[src/rtl/lod_pkg.sv]
package lod_pkg;
    parameter int MANT_W = 24;
    parameter int NIB_W  = 4;

    localparam int NIBBLES = MANT_W / NIB_W;
    localparam int IDX_W   = $clog2(NIBBLES);
    localparam int POS_W   = $clog2(NIB_W);
    localparam int CNT_W   = IDX_W + POS_W;

    typedef struct packed {
        logic               valid;
        logic [MANT_W-1:0]  mant;
        logic [NIBBLES-1:0] word;
    } scan_stage_t;

    typedef struct packed {
        logic              valid;
        logic [MANT_W-1:0] mant;
        logic [CNT_W-1:0]  shift;
        logic              zero;
    } count_stage_t;

    typedef struct packed {
        scan_stage_t  scan;
        count_stage_t cnt;
    } lod_pipe_t;
endpackage

[src/rtl/lod_nibble_scan.sv]
module lod_nibble_scan
    import lod_pkg::*;
(
    input  logic [MANT_W-1:0]  mant,
    output logic [NIBBLES-1:0] word
);
    logic [NIBBLES-1:0] hit;
    logic [NIBBLES-1:0] above;

    // level 1: one narrow OR per group
    for (genvar g = 0; g < NIBBLES; g++) begin : g_hit
        assign hit[g] = |mant[g*NIB_W +: NIB_W];
    end

    // levels 2-3: OR of all higher hits (at most five, a two-level tree)
    // level 4: keep this group only if nothing above it is set
    for (genvar g = 0; g < NIBBLES; g++) begin : g_word
        if (g == NIBBLES - 1) begin : g_top
            assign above[g] = 1'b0;
        end else begin : g_low
            assign above[g] = |hit[NIBBLES-1:g+1];
        end
        assign word[g] = hit[g] & ~above[g];
    end
endmodule

[src/rtl/lod_count_form.sv]
module lod_count_form
    import lod_pkg::*;
(
    input  logic [MANT_W-1:0]  mant,
    input  logic [NIBBLES-1:0] word,
    output logic [CNT_W-1:0]   shift,
    output logic               zero
);
    logic [IDX_W-1:0] idx;
    logic [NIB_W-1:0] sel;
    logic [POS_W-1:0] pos;

    // one-hot word to group distance from the top, plus group mux
    always_comb begin
        idx = '0;
        sel = '0;
        for (int g = 0; g < NIBBLES; g++) begin
            if (word[g]) idx = idx | IDX_W'(NIBBLES - 1 - g);
            sel = sel | (mant[g*NIB_W +: NIB_W] & {NIB_W{word[g]}});
        end
    end

    // zero bits above the highest set bit inside the chosen group
    always_comb begin
        pos = '0;
        for (int b = 0; b < NIB_W; b++) begin
            if (sel[b]) pos = POS_W'(NIB_W - 1 - b);
        end
    end

    assign zero  = ~|word;
    assign shift = zero ? '0 : {idx, pos};
endmodule

[src/rtl/lod_two_phase.sv]
module lod_two_phase
    import lod_pkg::*;
(
    input  logic              clk,
    input  logic              rst,
    input  logic              in_valid,
    input  logic [MANT_W-1:0] in_mant,
    output logic              out_valid,
    output logic [MANT_W-1:0] out_mant,
    output logic [CNT_W-1:0]  out_shift,
    output logic              out_zero
);
    lod_pipe_t pipe_d, pipe_q;

    logic [NIBBLES-1:0] scan_word;
    logic [CNT_W-1:0]   cnt_shift;
    logic               cnt_zero;

    lod_nibble_scan u_scan (
        .mant (in_mant),
        .word (scan_word)
    );

    lod_count_form u_form (
        .mant  (pipe_q.scan.mant),
        .word  (pipe_q.scan.word),
        .shift (cnt_shift),
        .zero  (cnt_zero)
    );

    always_comb begin
        pipe_d            = pipe_q;
        pipe_d.scan.valid = in_valid;
        pipe_d.scan.mant  = in_mant;
        pipe_d.scan.word  = scan_word;
        pipe_d.cnt.valid  = pipe_q.scan.valid;
        pipe_d.cnt.mant   = pipe_q.scan.mant;
        pipe_d.cnt.shift  = cnt_shift;
        pipe_d.cnt.zero   = cnt_zero;
    end

    always_ff @(posedge clk) begin
        if (rst) pipe_q <= '0;
        else     pipe_q <= pipe_d;
    end

    assign out_valid = pipe_q.cnt.valid;
    assign out_mant  = pipe_q.cnt.mant;
    assign out_shift = pipe_q.cnt.shift;
    assign out_zero  = pipe_q.cnt.zero;
endmodule

[config.mk]
export PLATFORM = sky130hd
export DESIGN_NAME = lod_two_phase
export DESIGN_NICKNAME = d
export VERILOG_FILES = /design/src/rtl/lod_pkg.sv /design/src/rtl/lod_nibble_scan.sv /design/src/rtl/lod_count_form.sv /design/src/rtl/lod_two_phase.sv
export SDC_FILE = /design/constraint.sdc
export NUM_CORES = 1
export LEC_CHECK = 0
export ABC_AREA = 1
export BUFFER_PORTS_ARGS = -buffer_cell sky130_fd_sc_hd__buf_4
export CORE_MARGIN = 5
export CORE_UTILIZATION = 53
export CTS_BUF_LIST = sky130_fd_sc_hd__clkbuf_8
export DETAILED_ROUTE_END_ITERATION = 8
export PLACE_DENSITY = 0.78
export SYNTH_ARGS = -nofsm -noshare
export SYNTH_HDL_FRONTEND = slang
export SYNTH_SLANG_ARGS = --single-unit
[constraint.sdc]
create_clock -name clk -period 2.8 [get_ports clk]
set_input_delay 0.28 -clock clk [delete_from_list [all_inputs] [get_ports clk]]
set_output_delay 0.28 -clock clk [all_outputs]
set_load 0.1 [all_outputs]
* After elaboration in Yosys (flattened, before gate mapping) *
Cells that the tools add are included.

word-level totals
  word-level logic and storage cells = 54
  output and inout bits = 31
  register bits = 62
  input bits = 27

cells by class
  muxes and demuxes = 8
  reductions and logical operators = 15
  bitwise gates (word level) = 22

operators with widths
  kind                 count
  OR reduction 4 bit   7
  bitwise AND 4 bit    6
  bitwise OR 4 bit     5
  OR reduction 20 bit  1
  OR reduction 16 bit  1
  OR reduction 12 bit  1
  2-to-1 mux 2 bit     4
  OR reduction 8 bit   1
  2-to-1 mux 3 bit     2
  NOT 1 bit            6
  OR reduction 6 bit   1
  bitwise AND 1 bit    5
  OR reduction 3 bit   1
  2-to-1 mux 1 bit     2
  OR reduction 2 bit   1
  zero test 1 bit      1

* Longest topological paths before layout *
Gate-level depths: netlist (run 1).

  depth after elaboration = 9
  mapped depth = 7
  mapped depth without buffers = 7

* Cells and area by module *
From an unflattened synthesis (run 1), not the netlist that was laid out.

unflattened totals
  cells, all modules = 309
  area total of the unflattened synthesis = 2387.3 µm²

modules (own cells, without submodules)
  module           sequential area each (µm²)  times used  area an instance (µm²)  cells an instance
  lod_two_phase    1241.2                      1           2003.2                  222
  lod_count_form   0.0                         1           261.5                   57
  lod_nibble_scan  0.0                         1           122.6                   30

* Least setup slack after synthesis (run 1) *
Ideal clock, no wire load.

  path kind = reg-to-output
  start point = reg pipe_q (netlist bit out_valid)
  end point = out out_valid
  setup slack = 1611 ps
  buffers on the path = 0
  data required time = 2520 ps
  stages on the path, launching flop included = 1
  arrival = 909 ps
  path through = dfxtp_1

RTL lines
  element                 line                 source
  from (decl)             lod_two_phase.sv:13  lod_pipe_t pipe_d, pipe_q;
  from (signal assigned)  lod_two_phase.sv:44  else pipe_q <= pipe_d;
  to (decl)               lod_two_phase.sv:8   output logic out_valid,

No word-level cell between the ends.

* Final worst setup path (run 1) *
  start point = reg pipe_q (netlist bit out_mant[22])
  end point = out out_mant[22]

RTL lines
  element    line                source
  to (decl)  lod_two_phase.sv:9  output logic [MANT_W-1:0] out_mant,

No word-level cell between the ends.

==> flow_metrics.env, run 1 <==
export IMPL_die_x_um=75.0
export IMPL_cts_resized=0
export IMPL_final_min_clock_period_ns=1.22
export IMPL_place_area_um2=2480
export IMPL_synth_top_area_share_pct=55.4
export IMPL_rsz0062_at_grt="no"
export IMPL_die_area_um2=5630
export IMPL_crit_slowest_cell="dfxtp_1"
export IMPL_multi_input_area_um2=536
export IMPL_antennaDiodeCount=0
export IMPL_drtIter0Drc=73
export IMPL_max_stage_delay_ns=0.32
export IMPL_ir_drop_mv=0.404
export IMPL_cts_buffers=9
export IMPL_synth_cells=281
export IMPL_seq_area_um2=1240
export IMPL_totalWireLength_um=3800
export IMPL_io_pins=58
export IMPL_start_util_pct=55.3
export IMPL_slew_limit_headroom_pct=66.2
export IMPL_power_internal_uw=1340
export IMPL_synth_distinct_cells=20
export IMPL_ys_seq_elements=62
export IMPL_gp_congestion=0.874
export IMPL_max_freq_ghz=0.820
export IMPL_die_h_um=75.0
export IMPL_clock_skew_ns=0.00489
export IMPL_report_final_setup_viol=0
export IMPL_crit_buf_inv=1
export IMPL_p_comb_share_pct=12.9
export IMPL_clock_power_share_pct=35.6
export IMPL_nFillCells=331
export IMPL_cap_violations=0
export IMPL_synthToLayoutAreaGrowth_pct=18.3
export IMPL_cp_data_required_time_ns=2.52
export IMPL_grt_remaining_overflow=0
export IMPL_start_kind="flop"
export IMPL_finalSetupTns_ns=0
export IMPL_drt_first_pass_iters=4
export IMPL_status="complete, no violations"
export IMPL_viasPerCell=4.22
export IMPL_cts_tree="built"
export IMPL_crit_family="flip-flops"
export IMPL_yosysTopAreaCell="dfxtp_1"
export IMPL_wl_per_cell_um=10.3
export IMPL_worst_path_max_fanout=1
export IMPL_cts_sinks=62
export IMPL_cts_buffer_depth=2
export IMPL_cts_hold_buf=0
export IMPL_cts_root_buffer="clkbuf_8"
export IMPL_crit_path_end_kind="primary output"
export IMPL_p_seq_share_pct=51.5
export IMPL_grt_max_degree=58
export IMPL_place_port_buffers=57
export IMPL_synthesis_area_um2=2240
export IMPL_worst_pin_slew_ns=0.507
export IMPL_power_density_nw_per_um2=685
export IMPL_coreArea_um2=4060
export IMPL_layout_drive_gt1_share_pct=23.9
export IMPL_report_final_slew_viol_count=0
export IMPL_crit_type="flop to primary output"
export IMPL_ys_warn_count=0
export IMPL_leakage_uw=0.00139
export IMPL_grt_pass1_vias=1459
export IMPL_syn_nets=308
export IMPL_critPathArrivalTime_ns=0.94
export IMPL_hp_class="input pin to flop"
export IMPL_clkTransAtPathRegs_ns=0.06
export IMPL_num_vias=1554
export IMPL_synth_area_leaders="dfxtp_1 (55%), nor2_1 (11%), buf_4 (9.7%), inv_1 (9.7%), nand2_1 (6.4%)"
export IMPL_finalNetCount=341
export IMPL_switchingPower_uw=482
export IMPL_postCtsSetupBuffers=0
export IMPL_antenna_found_initial=0
export IMPL_grt_pass1_wl_um=6140
export IMPL_drc=0
export IMPL_antenna_left=0
export IMPL_stdcell_area_um2=2650
export IMPL_min_period_over_period_pct=43.6
export IMPL_rows=23
export IMPL_clk_latency_ns=0.33
export IMPL_swShare_pct=26.5
export IMPL_synth_avg_cell_area_um2=7.98
export IMPL_htreeDepth=3
export IMPL_ys_seq_area_share_pct=55.4
export IMPL_grtUsageTotal_pct=15.2
export IMPL_path_cells="buf_4"
export IMPL_hold_viol=0
export IMPL_place_hpwl_um=2870
-- flip-flops by register name, indices dropped and copies added, names as in the netlist --
signal and flops:
pipe_q 6, out_zero 1, out_valid 1, pipe_d 25, out_shift 5, out_mant 24
-- path summary, 6_finish.rpt --
path	slack [ns]	depth (start not counted)	end	from
setup reg to reg	1.79	7	out_shift[0]$_SDFF_PP0_	pipe_q[31]$_SDFF_PP0_
hold reg to reg	0.41	2	out_valid$_SDFF_PP0_	pipe_d[30]$_SDFF_PP0_
hold / removal	0.15	3	pipe_d[30]$_SDFF_PP0_	in_valid
setup / recovery	1.58	1	out_mant[22]	out_mant[22]$_SDFF_PP0_
-- through the flow --
stage	utilization, %	total power [uW]	setup WS [ns]	hold WS, ns	instances
final	65.4	1820	1.58	0.154	368
after global routing	65.4	1900	1.54	0.155	368
after CTS	65.4	1840	1.56	0.143	368
after detailed placement	61.2	1190	1.55	0.400	353
after global placement	61.2	1190	1.57	0.397	353
after floorplan	-	1140	1.61	0.387	281
-- routing by layer --
layer | track usage (%) | part of all wire [%]
met1 | 16.9 | 43
met3 | 5.61 | 6.6
met2 | 24.0 | 47
met4 | 10.7 | 3.5
met5 | 0 | 0
-- synth_stat cells --
library cell  instances
nor2b_1               1
inv_1                58
nand3_2               1
nor2_1               67
nor4_1                1
nor3_1                1
nand3_1               3
nor3_2                1
dfxtp_1              62
buf_2                 6
a21oi_1               1
nand2_4               1
nand4_1               4
nor2_2                2
nand2_2               1
nor2_4                1
nand2_1              38
nor3b_1               1
o21ai_1               2
buf_4                29
-- power groups by stage --
| stage | logic [uW] | clock network [uW] | registers [uW] |
|---|---|---|---|
| 6_report | 235 | 647 | 935 |
| 4_1_cts | 237 | 665 | 935 |
| 2_1_floorplan | 185 | 0 | 960 |
| 5_1_grt | 250 | 707 | 938 |
| 3_5_place_dp | 237 | 0 | 954 |
| 3_3_place_gp | 235 | 0 | 954 |
-- layout by cell type, fill, tap and decap left out --
master	instances
nor2_2	2
nand3_1	3
nor3_1	1
buf_4	57
nor3_2	1
dfxtp_1	62
nand3_2	1
nand2_1	38
nor2_1	67
nor2b_1	1
nor3b_1	1
nor4_1	1
a21oi_1	1
nand2_2	1
clkinv_2	1
nor2_4	1
o21ai_1	2
clkbuf_8	11
nand2_4	1
nand4_1	4
inv_1	61
-- worst register-to-register path, cell delays in order, from the launching register on --
cell     delay, ns
dfxtp_1       0.37
nand2_1       0.09
nand2_1       0.05
nor2_1        0.13
nand2_2       0.08
nor2_4        0.08
inv_1         0.04
a21oi_1       0.09
-- cell families (layout without fill, tap and decap cells) --
family / count (synthesis) / after routing / synth area share [%]
AOI/OAI and AO/OA: 3 / 3 / 0.669
buffers and inverters: 93 / 130 / 20.8
DFF: 62 / 62 / 55.4
and+or+nand+nor: 123 / 123 / 23.2
-- cell type report --
type | count | area share (%)
sequential | 62 | 46.8
multi-input combinational | 126 | 20.2
clock inverter | 4 | 0.613
tap | 50 | 2.36
inverter | 58 | 8.21
timing repair buffer | 57 | 16.1
clock buffer | 11 | 5.71
Power figures use the tool's default switching activity.
==> run 2: changes to the inputs <==
==> constraint.sdc (replaced) <==
create_clock -name clk -period 1.2 [get_ports clk]
set_input_delay 0.12 -clock clk [delete_from_list [all_inputs] [get_ports clk]]
set_output_delay 0.12 -clock clk [all_outputs]
set_load 0.1 [all_outputs]
==> run 2 against run 1 <==
Critical endpoint is now pipe_q[34]$_SDFF_PP0_. Largest power group unchanged. Wire length increased by 18%. Critical path depth up 5. Die area unchanged.
==> flow_metrics.env, run 2 (synthesis results as in run 1) <==
export IMPL_status="complete, no violations"
export IMPL_finalSetupTns_ns=0
export IMPL_power_density_nw_per_um2=1510
export IMPL_viasPerCell=4.39
export IMPL_worst_path_max_fanout=3
export IMPL_antenna_left=0
export IMPL_rows=23
export IMPL_cts_buffer_depth=2
export IMPL_start_kind="input pin"
export IMPL_report_final_setup_viol=0
export IMPL_cts_tree="built"
export IMPL_htreeDepth=3
export IMPL_layout_drive_gt1_share_pct=25.1
export IMPL_postCtsSetupBuffers=0
export IMPL_clkTransAtPathRegs_ns=0.07
export IMPL_worst_pin_slew_ns=0.285
export IMPL_grt_remaining_overflow=0
export IMPL_hp_class="input pin to flop"
export IMPL_place_hpwl_um=3050
export IMPL_hold_viol=0
export IMPL_crit_path_end_kind="flop"
export IMPL_mostFrequentLayoutCell="nor2_1"
export IMPL_grt_pass1_wl_um=7340
export IMPL_place_area_um2=2500
export IMPL_max_stage_delay_ns=0.53
export IMPL_crit_start="in_mant[23]"
export IMPL_drc=0
export IMPL_nFillCells=317
export IMPL_rr_startpoint="pipe_q[32]$_SDFF_PP0_"
export IMPL_synthToLayoutAreaGrowth_pct=29.0
export IMPL_start_util_pct=55.3
export IMPL_totalWireLength_um=4480
export IMPL_grt_max_degree=28
export IMPL_cap_violations=0
export IMPL_cts_sinks=62
export IMPL_path_cells="dlygate4sd3_1 > buf_4 > inv_1 > nand4_1 > nor2_2 > nor3b_2"
export IMPL_largest_reg_flops=25
export IMPL_r2r_end="out_shift[0]$_SDFF_PP0_"
export IMPL_die_h_um=75.0
export IMPL_stdcell_area_um2=2890
export IMPL_final_cell_mix="nor2_1 (66), dfxtp_1 (62), buf_4 (59)"
export IMPL_hp_start="in_mant[20]"
export IMPL_clk_latency_ns=0.33
export IMPL_clock_skew_ns=0.00711
export IMPL_grtUsageTotal_pct=18.2
export IMPL_place_port_buffers=57
export IMPL_die_x_um=75.0
export IMPL_cts_buffers=9
export IMPL_whs_endpoint="pipe_d[26]$_SDFF_PP0_"
export IMPL_antenna_found_initial=1
export IMPL_wl_per_cell_um=11.5
export IMPL_r2r_setup_slack_ns=0.22
export IMPL_drtIter0Drc=81
export IMPL_drt_first_pass_iters=4
export IMPL_final_min_clock_period_ns=1.13
export IMPL_finalNetCount=362
export IMPL_ir_drop_mv=1.02
export IMPL_max_freq_ghz=0.888
export IMPL_critPathArrivalTime_ns=1.38
export IMPL_min_period_over_period_pct=93.9
export IMPL_report_final_slew_viol_count=0
export IMPL_num_vias=1713
export IMPL_coreArea_um2=4060
export IMPL_hold_path_cell_count=3
export IMPL_die_area_um2=5630
export IMPL_cp_data_required_time_ns=1.45
export IMPL_r2r_cells=6
export IMPL_grt_pass1_vias=1667
export IMPL_io_pins=58
export IMPL_slew_limit_headroom_pct=80.9
export IMPL_crit_slowest_cell="dlygate4sd3_1"
export IMPL_leakage_uw=0.00147
export IMPL_crit_type="input pin to flop"
export IMPL_gp_congestion=0.893
export IMPL_cts_root_buffer="clkbuf_8"
-- run 2: cell types whose count changed in the layout (fill, tap and decap cells not counted), sizes merged --
cell,previous run,this run
buf,57,59
diode,0,1
clkinv,1,3
clkinvlp,0,1
dlygate4sd3,0,19
inv,61,58
-- run 2: cell type report --
cell class | count | area (um2) | area share, %
Inverter | 58 | 218 | 7.53
Tap cell | 50 | 62.6 | 2.16
Timing Repair Buffer | 78 | 633 | 21.9
Clock buffer | 11 | 151 | 5.24
Clock inverter | 4 | 22.5 | 0.779
Sequential cell | 62 | 1240 | 42.9
Antenna cell | 1 | 2.50 | 0.0865
Multi-Input combinational cell | 126 | 561 | 19.4
-- run 2: worst max-delay path: cells and delay by family --
| family | cells | cell delay [ns] |
|---|---|---|
| AND/OR/NAND/NOR | 3 | 0.54 |
| buffers and inverters | 3 | 0.72 |
-- run 2: metal layers --
metal  part of all wire, %  up-vias  track usage, %  wire length (um)
met1                    38      750            20.3              1710
met4                   3.4        0            12.3               150
li1                      -      887               -                 -
met2                    50       63            29.2              2250
met5                     0        -               0                 0
met3                   8.1       13            6.28               364
-- run 2: repair_timing --
item / 4_1_cts / 5_1_grt
resized for setup: 0 / 5
setup endpoints to repair: 0 / 3
hold buffers: 19 / 0
endpoints found under the hold margin: 19 / 0
-- run 2: worst max-delay path by stage --
stage	end	slack, ns
floorplan	out_valid	0.17
global placement	out_shift[0]$_SDFF_PP0_	0.25
detailed placement	out_shift[1]$_SDFF_PP0_	0.23
CTS	pipe_q[34]$_SDFF_PP0_	0.04
global route	pipe_q[32]$_SDFF_PP0_	-0.001
finish	pipe_q[34]$_SDFF_PP0_	0.07
-- run 2: metrics by stage --
stage / setup slack [ns] / utilization [%] / total power (uW) / std cells / hold WS, ns
2_1_floorplan: 0.171 / - / 2670 / 281 / 0.227
3_3_place_gp: 0.253 / 61.6 / 2780 / 355 / 0.322
3_5_place_dp: 0.232 / 61.6 / 2790 / 355 / 0.328
4_1_cts: 0.0427 / 70.6 / 4400 / 389 / 0.000465
5_1_grt: -0.00127 / 71.3 / 4570 / 390 / 0.00489
6_report: 0.0735 / 71.3 / 4380 / 390 / 0.00737
-- run 2: report_power, final --
| part | internal, uW | leakage (uW) | switching (uW) |
|---|---|---|---|
| logic | 192 | 0.000871 | 422 |
| clock network | 838 | 0.0000910 | 742 |
| registers | 2140 | 0.000511 | 40.0 |
==> run 3: changes to the inputs <==
--- a/config.mk
+++ b/config.mk
@@ -12,6 +12,7 @@
 export CTS_BUF_LIST = sky130_fd_sc_hd__clkbuf_8
 export DETAILED_ROUTE_END_ITERATION = 8
 export PLACE_DENSITY = 0.78
+export SETUP_SLACK_MARGIN = 0.5
 export SYNTH_ARGS = -nofsm -noshare
 export SYNTH_HDL_FRONTEND = slang
 export SYNTH_SLANG_ARGS = --single-unit
==> run 3 against run 2 <==
Register-to-register slack lost 0.07 ns. Cell area rose by 17%. Utilization grew 12 points.
==> flow_metrics.env, run 3 (synthesis results as in run 1) <==
export IMPL_grt_max_degree=27
export IMPL_min_period_over_period_pct=87.9
export IMPL_wl_per_cell_um=13.9
export IMPL_grt_remaining_overflow=0
export IMPL_rsz0062_at_grt="yes"
export IMPL_viasPerCell=4.76
export IMPL_leakage_uw=0.00162
export IMPL_antennaDiodeCount=0
export IMPL_ir_drop_mv=1.12
export IMPL_start_kind="flop"
export IMPL_grtUsageTotal_pct=20.1
export IMPL_place_hpwl_um=3010
export IMPL_place_inst=355
export IMPL_report_final_setup_viol=0
export IMPL_synthToLayoutAreaGrowth_pct=51.2
export IMPL_crit_path_end_kind="flop"
export IMPL_io_pins=58
export IMPL_num_vias=1851
export IMPL_finalSetupTns_ns=0
export IMPL_max_freq_ghz=0.948
export IMPL_mostFrequentLayoutCell="nor2_1"
export IMPL_htreeDepth=3
export IMPL_report_final_slew_viol_count=0
export IMPL_cts_root_buffer="clkbuf_8"
export IMPL_worst_slack_ns=0.145
export IMPL_place_port_buffers=57
export IMPL_clk_latency_ns=0.34
export IMPL_grt_pass1_vias=1801
export IMPL_finalNetCount=361
export IMPL_clkTransAtPathRegs_ns=0.06
export IMPL_totalWireLength_um=5420
export IMPL_grt_pass1_wl_um=8110
export IMPL_final_cell_mix="nor2_1 (63), inv_1 (58), nand2_1 (32), dfxtp_2 (32), buf_12 (31)"
export IMPL_cts_sinks=62
export IMPL_antenna_found_initial=0
export IMPL_slew_limit_headroom_pct=72.4
export IMPL_start_util_pct=55.3
export IMPL_final_min_clock_period_ns=1.05
export IMPL_cap_violations=0
export IMPL_cts_buffer_depth=2
export IMPL_hold_slack_ns=0.00699
export IMPL_clock_skew_ns=0.00489
export IMPL_drc=0
export IMPL_hp_class="input pin to flop"
export IMPL_cts_buffers=9
export IMPL_hold_viol=0
export IMPL_drtIter0Drc=116
export IMPL_layout_drive_gt1_share_pct=38.1
export IMPL_critPathArrivalTime_ns=1.32
export IMPL_die_h_um=75.0
export IMPL_die_x_um=75.0
export IMPL_rows=23
export IMPL_drt_first_pass_iters=5
export IMPL_crit_type="flop to flop"
export IMPL_status="complete, no violations"
export IMPL_gp_congestion=0.953
export IMPL_worst_path_max_fanout=6
export IMPL_worst_pin_slew_ns=0.410
export IMPL_dpl_worst_slack_ns=0.187
export IMPL_power_density_nw_per_um2=1480
export IMPL_layoutNonFillerInstCount=389
export IMPL_die_area_um2=5630
export IMPL_finish_utilization_pct=83.6
export IMPL_cts_tree="built"
export IMPL_coreArea_um2=4060
export IMPL_postCtsSetupBuffers=0
export IMPL_antenna_left=0
export IMPL_largest_reg_flops=25
export IMPL_cp_data_required_time_ns=1.46
## run 3: layout make-up
cell class | instances | area (um2)
inverters | 58 | 218
repair buffers | 77 | 1010
flip-flops and latches | 62 | 1300
multi-input cells | 126 | 569
clock buffers | 12 | 165
fillers | 206 | 667
well taps | 50 | 62.6
clock inverters | 4 | 68.8
## run 3: power breakdown
part	internal, uW	total, uW	switching [uW]
sequential	2150	2210	64.2
combinational	286	718	432
clock	1330	2090	765
total	3760	5020	1260
## run 3: path summary, 6_finish.rpt
check,to,cells after the start,startpoint,slack [ns]
hold reg to reg,out_valid$_SDFF_PP0_,2,pipe_d[30]$_SDFF_PP0_,0.40
hold / removal,pipe_d[25]$_SDFF_PP0_,3,in_mant[19],0.007
setup reg to reg,out_shift[0]$_SDFF_PP0_,7,pipe_q[31]$_SDFF_PP0_,0.15
setup / recovery,out_shift[0]$_SDFF_PP0_,7,pipe_q[31]$_SDFF_PP0_,0.15
## run 3: worst max-delay path, stage by stage (launching register included)
cell	delay, ns
dfxtp_4	0.37
nand2_2	0.08
nand2_2	0.07
nor2_4	0.11
nand2_2	0.07
nor2_4	0.13
inv_2	0.05
a21oi_2	0.10
## run 3: per-layer routing
metal,part of all wire [%],vias to the layer above,GRT usage (%)
met5,0,-,0
met1,38,860,21.2
met3,6.7,22,6.68
met2,51,87,34.3
met4,4.1,0,12.8
li1,-,882,-
## run 3: what timing repair did
| action | CTS | global route |
|---|---|---|
| setup endpoints to repair | 36 | 37 |
| pin swaps | 1 | 6 |
| hold buffers | 18 | 0 |
| endpoints found under the hold margin | 18 | 0 |
| gates resized for setup | 124 | 12 |
## run 3: metrics by stage
step,power (uW),area (um2)
6_report,5020,3390
5_1_grt,5180,3390
4_1_cts,5010,3360
3_5_place_dp,2790,2510
3_3_place_gp,2780,2510
2_1_floorplan,2670,2260
